## src/rtl/can_tx_pkg.sv

```systemverilog
package can_tx_pkg;
  localparam int unsigned DEF_SLOTS = 16;

  // outcome of the frame in flight, as seen by the bank
  typedef struct packed {
    logic lost;
    logic done;
  } tx_evt_t;
endpackage

```

## src/rtl/can_tx_slot_bank.sv

```systemverilog
module can_tx_slot_bank #(
  parameter int unsigned NUM_SLOTS = 16
) (
  input  logic                 clk_i,
  input  logic                 rst_ni,
  input  logic [NUM_SLOTS-1:0] req_set_i,
  input  logic [NUM_SLOTS-1:0] req_clr_i,
  input  logic [NUM_SLOTS-1:0] sent_clr_i,
  input  logic [NUM_SLOTS-1:0] grant_oh_i,
  input  logic [NUM_SLOTS-1:0] cur_oh_i,
  input  can_tx_pkg::tx_evt_t  evt_i,
  output logic [NUM_SLOTS-1:0] req_o,
  output logic [NUM_SLOTS-1:0] active_o,
  output logic [NUM_SLOTS-1:0] sent_o,
  output logic [NUM_SLOTS-1:0] elig_o
);
  for (genvar g = 0; g < NUM_SLOTS; g++) begin : g_slot
    logic req_q, act_q, sent_q;
    logic done_hit, lost_hit;

    assign done_hit = evt_i.done & cur_oh_i[g];
    assign lost_hit = evt_i.lost & cur_oh_i[g];

    always_ff @(posedge clk_i or negedge rst_ni) begin
      if (!rst_ni) begin
        req_q  <= 1'b0;
        act_q  <= 1'b0;
        sent_q <= 1'b0;
      end else begin
        if (req_clr_i[g])      req_q <= 1'b0;
        else if (req_set_i[g]) req_q <= 1'b1;

        if (grant_oh_i[g])               act_q <= 1'b1;
        else if (done_hit || lost_hit)   act_q <= 1'b0;

        if (done_hit)           sent_q <= 1'b1;
        else if (sent_clr_i[g]) sent_q <= 1'b0;
      end
    end

    assign req_o[g]    = req_q;
    assign active_o[g] = act_q;
    assign sent_o[g]   = sent_q;
    assign elig_o[g]   = req_q & ~sent_q & ~act_q;
  end
endmodule

```

## src/rtl/can_tx_arbiter.sv

```systemverilog
module can_tx_arbiter #(
  parameter int unsigned NUM_SLOTS = 16,
  localparam int unsigned IDX_W = $clog2(NUM_SLOTS)
) (
  input  logic [NUM_SLOTS-1:0] elig_i,
  output logic                 valid_o,
  output logic [IDX_W-1:0]     idx_o,
  output logic [NUM_SLOTS-1:0] oh_o
);
  // lowest index wins
  always_comb begin
    idx_o = '0;
    for (int i = NUM_SLOTS - 1; i >= 0; i--) begin
      if (elig_i[i]) idx_o = IDX_W'(i);
    end
  end

  assign valid_o = |elig_i;
  assign oh_o    = elig_i & (~elig_i + NUM_SLOTS'(1));
endmodule

```

## src/rtl/can_tx_status.sv

```systemverilog
module can_tx_status #(
  parameter int unsigned NUM_SLOTS = 16,
  localparam int unsigned IDX_W = $clog2(NUM_SLOTS)
) (
  input  logic                clk_i,
  input  logic                rst_ni,
  input  logic                grant_go_i,
  input  logic [IDX_W-1:0]    grant_idx_i,
  input  logic                arb_lost_i,
  input  logic                tx_done_i,
  input  logic                irq_en_i,
  output can_tx_pkg::tx_evt_t evt_o,
  output logic [IDX_W-1:0]    cur_idx_o,
  output logic                start_o,
  output logic                state_o,
  output logic                succ_o,
  output logic [IDX_W-1:0]    last_o,
  output logic                irq_o
);
  logic             state_q, succ_q, start_q, irq_q;
  logic [IDX_W-1:0] cur_q, last_q;

  // strobes count only while a frame is in flight; lost beats done
  assign evt_o.lost = state_q & arb_lost_i;
  assign evt_o.done = state_q & tx_done_i & ~arb_lost_i;

  always_ff @(posedge clk_i or negedge rst_ni) begin
    if (!rst_ni) begin
      state_q <= 1'b0;
      succ_q  <= 1'b0;
      start_q <= 1'b0;
      irq_q   <= 1'b0;
      cur_q   <= '0;
      last_q  <= '0;
    end else begin
      start_q <= 1'b0;
      irq_q   <= 1'b0;
      if (grant_go_i) begin
        state_q <= 1'b1;
        cur_q   <= grant_idx_i;
        succ_q  <= 1'b0;
        start_q <= 1'b1;
      end else if (evt_o.lost) begin
        state_q <= 1'b0;
      end else if (evt_o.done) begin
        state_q <= 1'b0;
        last_q  <= cur_q;
        succ_q  <= 1'b1;
        irq_q   <= irq_en_i;
      end
    end
  end

  assign cur_idx_o = cur_q;
  assign start_o   = start_q;
  assign state_o   = state_q;
  assign succ_o    = succ_q;
  assign last_o    = last_q;
  assign irq_o     = irq_q;
endmodule

```

## src/rtl/can_tx_mbox_ctrl.sv

```systemverilog
module can_tx_mbox_ctrl #(
  parameter int unsigned NUM_SLOTS = can_tx_pkg::DEF_SLOTS,
  localparam int unsigned IDX_W = $clog2(NUM_SLOTS)
) (
  input  logic                 clk_i,
  input  logic                 rst_ni,
  input  logic [NUM_SLOTS-1:0] req_set_i,
  input  logic [NUM_SLOTS-1:0] req_clr_i,
  input  logic [NUM_SLOTS-1:0] sent_clr_i,
  input  logic                 irq_en_i,
  input  logic                 bus_idle_i,
  input  logic                 arb_lost_i,
  input  logic                 tx_done_i,
  output logic                 tx_start_o,
  output logic [IDX_W-1:0]     tx_slot_o,
  output logic [NUM_SLOTS-1:0] tx_req_o,
  output logic [NUM_SLOTS-1:0] tx_active_o,
  output logic [NUM_SLOTS-1:0] sent_o,
  output logic                 trm_state_o,
  output logic                 trm_succ_o,
  output logic [IDX_W-1:0]     last_slot_o,
  output logic                 irq_o
);
  logic [NUM_SLOTS-1:0] elig, pick_oh, grant_oh, cur_oh;
  logic                 pick_valid, grant_go;
  logic [IDX_W-1:0]     pick_idx, cur_idx;
  can_tx_pkg::tx_evt_t  evt;

  can_tx_arbiter #(.NUM_SLOTS(NUM_SLOTS)) arb_i (
    .elig_i (elig),
    .valid_o(pick_valid),
    .idx_o  (pick_idx),
    .oh_o   (pick_oh)
  );

  assign grant_go = bus_idle_i & ~trm_state_o & pick_valid;
  assign grant_oh = grant_go ? pick_oh : '0;
  assign cur_oh   = NUM_SLOTS'(1) << cur_idx;

  can_tx_status #(.NUM_SLOTS(NUM_SLOTS)) stat_i (
    .clk_i      (clk_i),
    .rst_ni     (rst_ni),
    .grant_go_i (grant_go),
    .grant_idx_i(pick_idx),
    .arb_lost_i (arb_lost_i),
    .tx_done_i  (tx_done_i),
    .irq_en_i   (irq_en_i),
    .evt_o      (evt),
    .cur_idx_o  (cur_idx),
    .start_o    (tx_start_o),
    .state_o    (trm_state_o),
    .succ_o     (trm_succ_o),
    .last_o     (last_slot_o),
    .irq_o      (irq_o)
  );

  can_tx_slot_bank #(.NUM_SLOTS(NUM_SLOTS)) bank_i (
    .clk_i     (clk_i),
    .rst_ni    (rst_ni),
    .req_set_i (req_set_i),
    .req_clr_i (req_clr_i),
    .sent_clr_i(sent_clr_i),
    .grant_oh_i(grant_oh),
    .cur_oh_i  (cur_oh),
    .evt_i     (evt),
    .req_o     (tx_req_o),
    .active_o  (tx_active_o),
    .sent_o    (sent_o),
    .elig_o    (elig)
  );

  assign tx_slot_o = cur_idx;
endmodule

```

## config.mk

```make
export PLATFORM = sky130hd
export DESIGN_NAME = can_tx_mbox_ctrl
export DESIGN_NICKNAME = d
export VERILOG_FILES = /design/src/rtl/can_tx_pkg.sv /design/src/rtl/can_tx_slot_bank.sv /design/src/rtl/can_tx_arbiter.sv /design/src/rtl/can_tx_status.sv /design/src/rtl/can_tx_mbox_ctrl.sv
export SDC_FILE = /design/constraint.sdc
export NUM_CORES = 1
export LEC_CHECK = 0
export BUFFER_PORTS_ARGS = -buffer_cell sky130_fd_sc_hd__buf_4
export CAP_MARGIN = 20
export CORE_MARGIN = 8
export CORE_UTILIZATION = 40
export DETAILED_ROUTE_END_ITERATION = 6
export GPL_ROUTABILITY_DRIVEN = 1
export PLACE_DENSITY = 0.67
export SYNTH_ARGS = -nofsm -noshare
export SYNTH_HDL_FRONTEND = slang
export SYNTH_SLANG_ARGS = --single-unit
```

## constraint.sdc

```tcl
create_clock -name clk_i -period 2.5 [get_ports clk_i]
set_clock_uncertainty 0.15 [all_clocks]
set_input_delay 0.125 -clock clk_i [delete_from_list [all_inputs] [get_ports clk_i]]
set_output_delay 0.125 -clock clk_i [all_outputs]
set_load 0.005 [all_outputs]
```

# Yosys cells after proc, flatten, opt, wreduce, memory -nomap -nowiden
# Index checks and enable logic that the tools add are counted.
# op_classes
mux	123
addsub	1
n_eq_ne	1
bitwise_logic	107
n_reduce_logical	69
shift	1
# op_table
operator	n
$mux W1	106
$reduce_bool A2 Y1	49
$and A1 B1 Y1	69
$mux W4	16
$not A1 Y1	36
$add A16 B1 Y16 const B	1
$and A16 B16 Y16	1
$logic_or A1 B1 Y1	16
$mux W16	1
$not A16 Y16	1
$reduce_or A16 Y1	1
$shl A1 B4 Y16 const A	1
$reduce_and A3 Y1	1
$reduce_bool A3 Y1	1
$ne A2 B2 Y1 const B	1
$reduce_and A2 Y1	1
# totals
regBits	60
out_inout_bits	60
in_bits	54

# Depth between registers and ports, before layout
# Gate-level depths: netlist of run 1.
# depth
ltp_word	19
depth_mapped	7
ltp_nobuf	6

# Hierarchy
# From an unflattened synthesis of run 1, not the netlist that was laid out.
# unflattened
hier_cells	350
area_unflattened_um2	3515.9
# by_module_without_submodules
mod	n_inst	cells_each	area_per_inst_um2	seq_area_each_um2
can_tx_slot_bank	1	228	2229.6	1201.2
can_tx_status	1	30	474.2	300.3
can_tx_mbox_ctrl	1	40	467.9	0.0
can_tx_arbiter	1	52	344.1	0.0

# Worst setup path after synthesis of run 1
# OpenSTA, ideal clock, no wires.
# synth_timing
kind	flip-flop to flip-flop
from	register bank_i.g_slot[11].sent_q
to	register bank_i.g_slot[3].act_q
t_arrival_ps	1624
period_less_slack_ps	1864
stages_incl_launch_ff	7
path_slack_ps	636
path_cell_list	dfrtp_1 -> nor3b_2 -> nor4_2 -> a41o_1 -> buf_6 -> or3_4 -> o31ai_4
# synth_between
elab_chain_len	7
word_cells_on_any_way	8
cone_classes	mux: 2; bitwise: 4; reduce/logical: 2
# synth_rtl
element	line_no	source
from (decl)	can_tx_slot_bank.sv:18	logic req_q, act_q, sent_q;
from (signal assigned)	can_tx_slot_bank.sv:28	sent_q <= 1'b0;
from (signal assigned)	can_tx_slot_bank.sv:36	if (done_hit) sent_q <= 1'b1;
from (signal assigned)	can_tx_slot_bank.sv:37	else if (sent_clr_i[g]) sent_q <= 1'b0;
$not A1 Y1 (*)	can_tx_slot_bank.sv:44	assign elig_o[g] = req_q & ~sent_q & ~act_q;
$and A1 B1 Y1 (*) (2 in series)	can_tx_slot_bank.sv:44	
$reduce_or A16 Y1 (*)	can_tx_arbiter.sv:18	assign valid_o = |elig_i;
$and A1 B1 Y1 (*)	can_tx_mbox_ctrl.sv:36	assign grant_go = bus_idle_i & ~trm_state_o & pick_valid;
$mux W16 (*)	can_tx_mbox_ctrl.sv:37	assign grant_oh = grant_go ? pick_oh : '0;
$mux W1 / $reduce_bool A2 Y1 (equally long branches)	n/a	
to (signal assigned)	can_tx_slot_bank.sv:27	act_q <= 1'b0;
to (signal assigned)	can_tx_slot_bank.sv:33	if (grant_oh_i[g]) act_q <= 1'b1;
to (signal assigned)	can_tx_slot_bank.sv:34	else if (done_hit || lost_hit) act_q <= 1'b0;
to (decl)	can_tx_slot_bank.sv:18	
# Every way passes the cells marked *; elsewhere a longest branch is shown, timed or not.
# A chain may end at the register's enable or synchronous reset.

# Final worst setup path of run 1
# layout_timing
from	register bank_i.g_slot[15].req_q
to	register bank_i.g_slot[7].act_q
# layout_between
elab_chain_len	6
word_cells_on_any_way	7
cone_classes	mux: 2; bitwise: 3; reduce/logical: 2
# layout_rtl
element	line_no	source
from (decl)	can_tx_slot_bank.sv:18	
from (signal assigned)	can_tx_slot_bank.sv:26	req_q <= 1'b0;
from (signal assigned)	can_tx_slot_bank.sv:30	if (req_clr_i[g]) req_q <= 1'b0;
from (signal assigned)	can_tx_slot_bank.sv:31	else if (req_set_i[g]) req_q <= 1'b1;
$and A1 B1 Y1 (*) (2 in series)	can_tx_slot_bank.sv:44	
$reduce_or A16 Y1 (*)	can_tx_arbiter.sv:18	
$and A1 B1 Y1 (*)	can_tx_mbox_ctrl.sv:36	
via grant_go	can_tx_mbox_ctrl.sv:25	logic pick_valid, grant_go;
$mux W16 (*)	can_tx_mbox_ctrl.sv:37	
$mux W1 / $reduce_bool A2 Y1 (equally long branches)	n/a	
to (signal assigned)	can_tx_slot_bank.sv:27	
to (signal assigned)	can_tx_slot_bank.sv:33	
to (signal assigned)	can_tx_slot_bank.sv:34	
to (decl)	can_tx_slot_bank.sv:18	
# Mark *: on every way through the listed nets, which the timed path passes. The rest lies on a longest branch.

==> results of run 1 <==
==> final timing paths <==
| path | startpoint | to | slack, ps | cells after the start |
|---|---|---|---|---|
| worst max-delay path | bank_i.g_slot[15].req_q | bank_i.g_slot[7].act_q | 290 | 6 |
| worst min-delay path | bus_idle_i | stat_i.cur_idx_o[3] | 60 | 3 |
| worst max register to register | bank_i.g_slot[15].req_q | bank_i.g_slot[7].act_q | 290 | 6 |
| worst min register to register | stat_i.last_o[3] | stat_i.last_o[3] | 330 | 2 |
| max in group asynchronous | rst_ni | bank_i.g_slot[12].req_q | 1430 | 2 |
| min in group asynchronous | rst_ni | bank_i.g_slot[1].req_q | 260 | 2 |
==> power groups by stage <==
| stage | registers, W | logic (W) | clock network (W) |
|---|---|---|---|
| 2_1_floorplan | 0.00137 | 0.000813 | 0 |
| 3_3_place_gp | 0.00148 | 0.00115 | 0 |
| 3_5_place_dp | 0.00149 | 0.00117 | 0 |
| 4_1_cts | 0.00147 | 0.00124 | 0.000785 |
| 5_1_grt | 0.00151 | 0.00136 | 0.000836 |
| 6_report | 0.00148 | 0.00123 | 0.000774 |
==> layout make-up <==
cell class | count | area (um^2) | area share
well taps | 102 | 127.6 | 0.02916
repair buffers | 166 | 1376 | 0.3145
clock inverters | 2 | 10.01 | 0.002287
inverters | 22 | 82.58 | 0.01887
flip-flops and latches | 60 | 1501 | 0.3431
clock buffers | 13 | 158.9 | 0.03631
multi-input cells | 184 | 1120 | 0.2559
==> logic make-up (layout without fill, tap and decap cells) <==
family / Yosys count / after routing
compound gates: 68 / 68
buf+inv: 76 / 203
flops: 60 / 60
mux: 3 / 3
simple gates: 113 / 113
==> per-stage QoR <==
stage                     hold WS, ps  instances
after global routing            64.34        549
after floorplan                -320.6        320
after global placement          109.4        482
after detailed placement        113.0        482
after CTS                       48.13        549
final                           64.13        549
==> metal layers <==
layer	part of all wire	wire length [um]
met1	0.44	3903
met2	0.48	4271
met3	0.062	550
met4	0.013	119
met5	0	0
==> sequential cells by signal, indices dropped and copies added, names as in the netlist <==
| name | flops |
|---|---|
| stat_i.irq_o | 1 |
| stat_i.last_o | 4 |
| stat_i.state_o | 1 |
| bank_i.g_slot.req_q | 16 |
| bank_i.g_slot.sent_q | 16 |
| bank_i.g_slot.act_q | 16 |
| stat_i.start_o | 1 |
| stat_i.cur_idx_o | 4 |
| stat_i.succ_o | 1 |
==> worst reg2reg max path: stages, from the launching register on <==
cell	delay [ps]
dfrtp_1	390
nor3b_2	180
nor4_1	520
a41o_1	460
inv_1	120
nand2_1	150
o21ai_0	120
==> placed cells by master, fill, tap and decap left out, types with 3 or more instances in the layout <==
master | synthesis | layout
nor4_1 | 3 | 3
nor2_1 | 43 | 43
buf_4 | 48 | 114
dfrtp_1 | 60 | 60
nand3_1 | 10 | 10
nor3b_2 | 13 | 13
nand3b_1 | 5 | 5
a21oi_1 | 4 | 4
o22ai_1 | 16 | 16
o21ai_0 | 36 | 36
dlygate4sd3_1 | 0 | 52
inv_1 | 22 | 22
nand2_1 | 17 | 17
clkbuf_8 | 0 | 11
mux2_2 | 3 | 3
or3b_2 | 5 | 5
==> impl_metrics.json, run 1 <==
{
  "nets": 497,
  "synth_top_cell_by_area": "dfrtp_1",
  "crit_fanout": 10,
  "crit_type": "register to register",
  "drv_slew": 0,
  "fin_ws_ps": 291.2,
  "drtIter0Drc": 133,
  "yosys_warnings": 0,
  "synth_compound_area_frac": 0.1302,
  "max_stage_delay_ps": 520,
  "antenna_found_initial": 0,
  "grt_pass1_vias": 2823,
  "seqPwrFrac": 0.424,
  "syn_inst": 320,
  "coreArea_um2": 7607,
  "die_y_um": 104.0,
  "irDropWorstVdd_v": 0.0004036,
  "place.port_buffers": 113,
  "routed_via_density": 4.852,
  "numCtsBuffers": 9,
  "wl_um": 8843,
  "drt-wirelength-per-cell_um": 16.11,
  "synth-simple-area-share": 0.2208,
  "first_pass_iters": 4,
  "tns_ps": 0,
  "ys_types": 39,
  "syn_area_um2": 3094,
  "hpwl_um": 6354,
  "tritoncts": "yes",
  "ios": 114,
  "total_power_w": 0.003484,
  "synth_common_cells": "60 x dfrtp_1, 48 x buf_4, 43 x nor2_1, 36 x o21ai_0, 22 x inv_1",
  "timing.critical_path.cells": "nor3b_2 -> nor4_1 -> a41o_1 -> inv_1 -> nand2_1 -> o21ai_0",
  "hold_viol": 0,
  "synth_top_family_by_area": "simple AND/OR/NAND/NOR gates",
  "setup_violations": 0,
  "grt_setup_unrepaired": "no",
  "place_area_um2": 3687,
  "hp-class": "input port to register",
  "max_cap_violations": 0,
  "drive_gt1_frac": 0.3468,
  "synthesis.nets": 374,
  "grtUsageTotal": 0.1634,
  "grt.busiest_layer": "met2",
  "async_reset_ff_frac": 1.000,
  "min_period_ps": 2209,
  "root_buffer": "clkbuf_8",
  "end_kind": "register",
  "diodes": 0,
  "clk-insertion-delay-late_ps": 330,
  "rows": 32,
  "period_share": 0.8835,
  "vias": 2664,
  "dieArea_um2": 10810,
  "swShare": 0.3547,
  "slew_headroom": 0.4833,
  "muxShareOfSynthArea": 0.01092,
  "grt_max_degree": 61,
  "p_clk_frac": 0.222,
  "synth_most_common_cell": "dfrtp_1",
  "combPwrFrac": 0.354,
  "status": "completed",
  "synth_top_area_share": 0.4852,
  "synthTopCellsByArea": "dfrtp_1 49%, buf_4 12%, o21ai_0 5.8%",
  "internal-power_w": 0.002248,
  "cpMaxStageDelayCell": "nor4_1",
  "path_buf_inv": 1,
  "drc": 0,
  "clkSinkCount": 60,
  "p_leak_nw": 2.059,
  "grt_overflow_total": 0,
  "startpoint_type": "register",
  "die_w_um": 104.0,
  "area_growth_pct": 41.45,
  "crit_family": "simple AND/OR/NAND/NOR gates",
  "arrival_ps": 2260,
  "grt_util_met1": 0.1936,
  "synth_xor_area_frac": 0,
  "worstPathRequired_ps": 2560,
  "ant_nets": 0,
  "synth-edff-count": 0,
  "grt_pass1_wl_um": 14440,
  "syn_area_per_cell_um2": 9.669,
  "postCtsSetupRepairBufs": 0,
  "met2_usage": 0.2695,
  "ys_seq_area_frac": 0.4852,
  "cts.path.max_buffers": 2,
  "pre_cts_slack_ps": 311.3,
  "fillers": 664,
  "utilization": 0.5753,
  "clk_pin_slew_ps": 70,
  "max_freq_mhz": 452.7,
  "synth-seq-cells": 60,
  "cts_htree_levels": 3,
  "p_sw_w": 0.001236,
  "use_met3": 0.05638,
  "tightestPinTransition_ps": 775.1,
  "synth_ff_type": "dfrtp_1",
  "holdBufCountCts": 52,
  "post_cts_resized": 0,
  "synthAdderAreaFrac": 0,
  "routabilityCongestion": 0.8465,
  "start_util": 0.4067,
  "p_per_area_nw_per_um2": 796.1,
  "fin_area_um2": 4377
}
No activity file was read; power rests on OpenSTA's default activity.
==> run 2, diff against run 1 <==
- CORE_ASPECT_RATIO: unset -> 0.6
==> run 2 against run 1 <==
  * Hold slack better by 5.7 ps
  * Sequential power barely moved
  * Final area up 2.7%
  * First-iteration DRC count grew 3.8%
  * Critical path depth decreased by 1
  * Worst setup slack worse by 110 ps
  * Clock power grew 45%
  * Core utilization up 3.3 points
  * Critical endpoint is now stat_i.state_o
  * Largest cell class unchanged
==> impl_metrics.json, run 2 (synthesis gave the netlist of run 1 again) <==
{
  "area_growth_pct": 45.29,
  "nets": 498,
  "worstPathRequired_ps": 2560,
  "dieArea_um2": 10900,
  "tightestPinTransition_ps": 766.7,
  "antenna_found_initial": 0,
  "ios": 114,
  "fin_cells": 553,
  "cts_htree_levels": 3,
  "p_clk_frac": 0.291,
  "hp-class": "input port to register",
  "irDropWorstVdd_v": 0.0004444,
  "clk-insertion-delay-late_ps": 330,
  "p_leak_nw": 2.111,
  "crit_type": "register to register",
  "hpwl_um": 6541,
  "grt_max_degree": 61,
  "startpoint_type": "register",
  "path_buf_inv": 1,
  "die_y_um": 84.13,
  "grt_pass1_vias": 2876,
  "place_area_um2": 3697,
  "numCtsBuffers": 9,
  "min_path_cells": 3,
  "crit_fanout": 10,
  "routabilityCongestion": 0.8307,
  "min_period_ps": 2321,
  "holdWs_ps": 69.81,
  "swShare": 0.3383,
  "internal-power_w": 0.002541,
  "drive_gt1_frac": 0.3563,
  "max_freq_mhz": 430.9,
  "root_buffer": "clkbuf_16",
  "total_power_w": 0.003841,
  "layout_common_cells": "115 x buf_4, 60 x dfrtp_1, 52 x dlygate4sd3_1",
  "grt_overflow_total": 0,
  "grtUsageTotal": 0.1698,
  "drt-wirelength-per-cell_um": 16.22,
  "seqPwrFrac": 0.381,
  "grt_pass1_wl_um": 14520,
  "setup_violations": 0,
  "tritoncts": "yes",
  "drv_slew": 0,
  "period_share": 0.9284,
  "place.port_buffers": 113,
  "slew_headroom": 0.4888,
  "reg2reg_depth": 5,
  "timing.critical_path.cells": "nor3b_2 -> nor4_2 -> a41o_2 -> o21ai_0 -> dlygate4sd3_1",
  "arrival_ps": 2380,
  "crit_family": "simple AND/OR/NAND/NOR gates",
  "routed_via_density": 4.892,
  "max_stage_delay_ps": 560,
  "placed_cells": 485,
  "status": "completed",
  "fillers": 632,
  "p_per_area_nw_per_um2": 854.4,
  "clk_pin_slew_ps": 50,
  "grt_setup_unrepaired": "no",
  "layout_commonest_cell": "buf_4",
  "postCtsSetupRepairBufs": 0,
  "ant_nets": 0,
  "vias": 2705,
  "p_sw_w": 0.001300,
  "drc": 0,
  "cts.path.max_buffers": 2,
  "cp.depth": 5,
  "wl_um": 8972,
  "cpMaxStageDelayCell": "dlygate4sd3_1",
  "clkSinkCount": 60,
  "max_cap_violations": 0,
  "end_kind": "register",
  "hold_viol": 0,
  "first_pass_iters": 5,
  "fin_area_um2": 4496,
  "coreArea_um2": 7387,
  "drtIter0Drc": 138,
  "tns_ps": 0,
  "largestRegisters": "bank_i.g_slot.act_q (16), bank_i.g_slot.req_q (16), bank_i.g_slot.sent_q (16)",
  "die_w_um": 129.5,
  "diodes": 0,
  "rows": 24,
  "start_util": 0.4189,
  "combPwrFrac": 0.328
}
## run 2: layout make-up
cell class | count | area (um^2) | area share
Sequential cell | 60 | 1501 | 0.3340
Timing Repair Buffer | 167 | 1384 | 0.3078
Multi-Input combinational cell | 184 | 1127 | 0.2508
Clock inverter | 5 | 27.53 | 0.006123
Clock buffer | 11 | 242.7 | 0.05399
Tap cell | 104 | 130.1 | 0.02895
Inverter | 22 | 82.58 | 0.01837
## run 2: metal layers
layer  vias up  share of wire  wire length [um]  GRT usage
met5         -              0                 0          0
met4         0          0.011                95    0.05346
met3        11          0.079               713    0.06569
met2       100           0.42              3812     0.2472
met1      1293           0.48              4350     0.2260
li1       1301              -                 -          -
## run 2: timing repair
action / 4_1_cts / 5_1_grt
setup endpoints to repair: 0 / 1
resized for setup: 0 / 2
hold endpoints to repair: 94 / 0
hold buffers: 52 / 0
## run 2: power by group through the flow
stage | Clock, W | Combinational [W] | Sequential [W]
2_1_floorplan | 0 | 0.000813 | 0.00137
3_3_place_gp | 0 | 0.00117 | 0.00146
3_5_place_dp | 0 | 0.00118 | 0.00147
4_1_cts | 0.00114 | 0.00126 | 0.00146
5_1_grt | 0.00118 | 0.00139 | 0.00151
6_report | 0.00112 | 0.00126 | 0.00146
## run 2: through the flow
| stage | setup WS (ps) | util |
|---|---|---|
| 2_1_floorplan | 636.1 | - |
| 3_3_place_gp | 441.7 | 0.5005 |
| 3_5_place_dp | 385.7 | 0.5005 |
| 4_1_cts | 51.14 | 0.6076 |
| 5_1_grt | 10.99 | 0.6086 |
| 6_report | 179.0 | 0.6086 |
## run 2: final timing paths
path	from	endpoint	slack [ps]
max	bank_i.g_slot[9].req_q	stat_i.state_o	180
max in group asynchronous	rst_ni	bank_i.g_slot[9].act_q	1410
min	bus_idle_i	stat_i.cur_idx_o[3]	70
max reg2reg	bank_i.g_slot[9].req_q	stat_i.state_o	180
min reg2reg	stat_i.last_o[3]	stat_i.last_o[3]	340
min in group asynchronous	rst_ni	bank_i.g_slot[0].req_q	290
## run 2: worst reg2reg max path: cells and delay by family, from the launching register on
| kind | cells | cell delay [ps] |
|---|---|---|
| flip-flops | 1 | 420 |
| AO/OA/AOI/OAI | 2 | 460 |
| buffers and inverters | 1 | 560 |
| AND/OR/NAND/NOR | 2 | 610 |
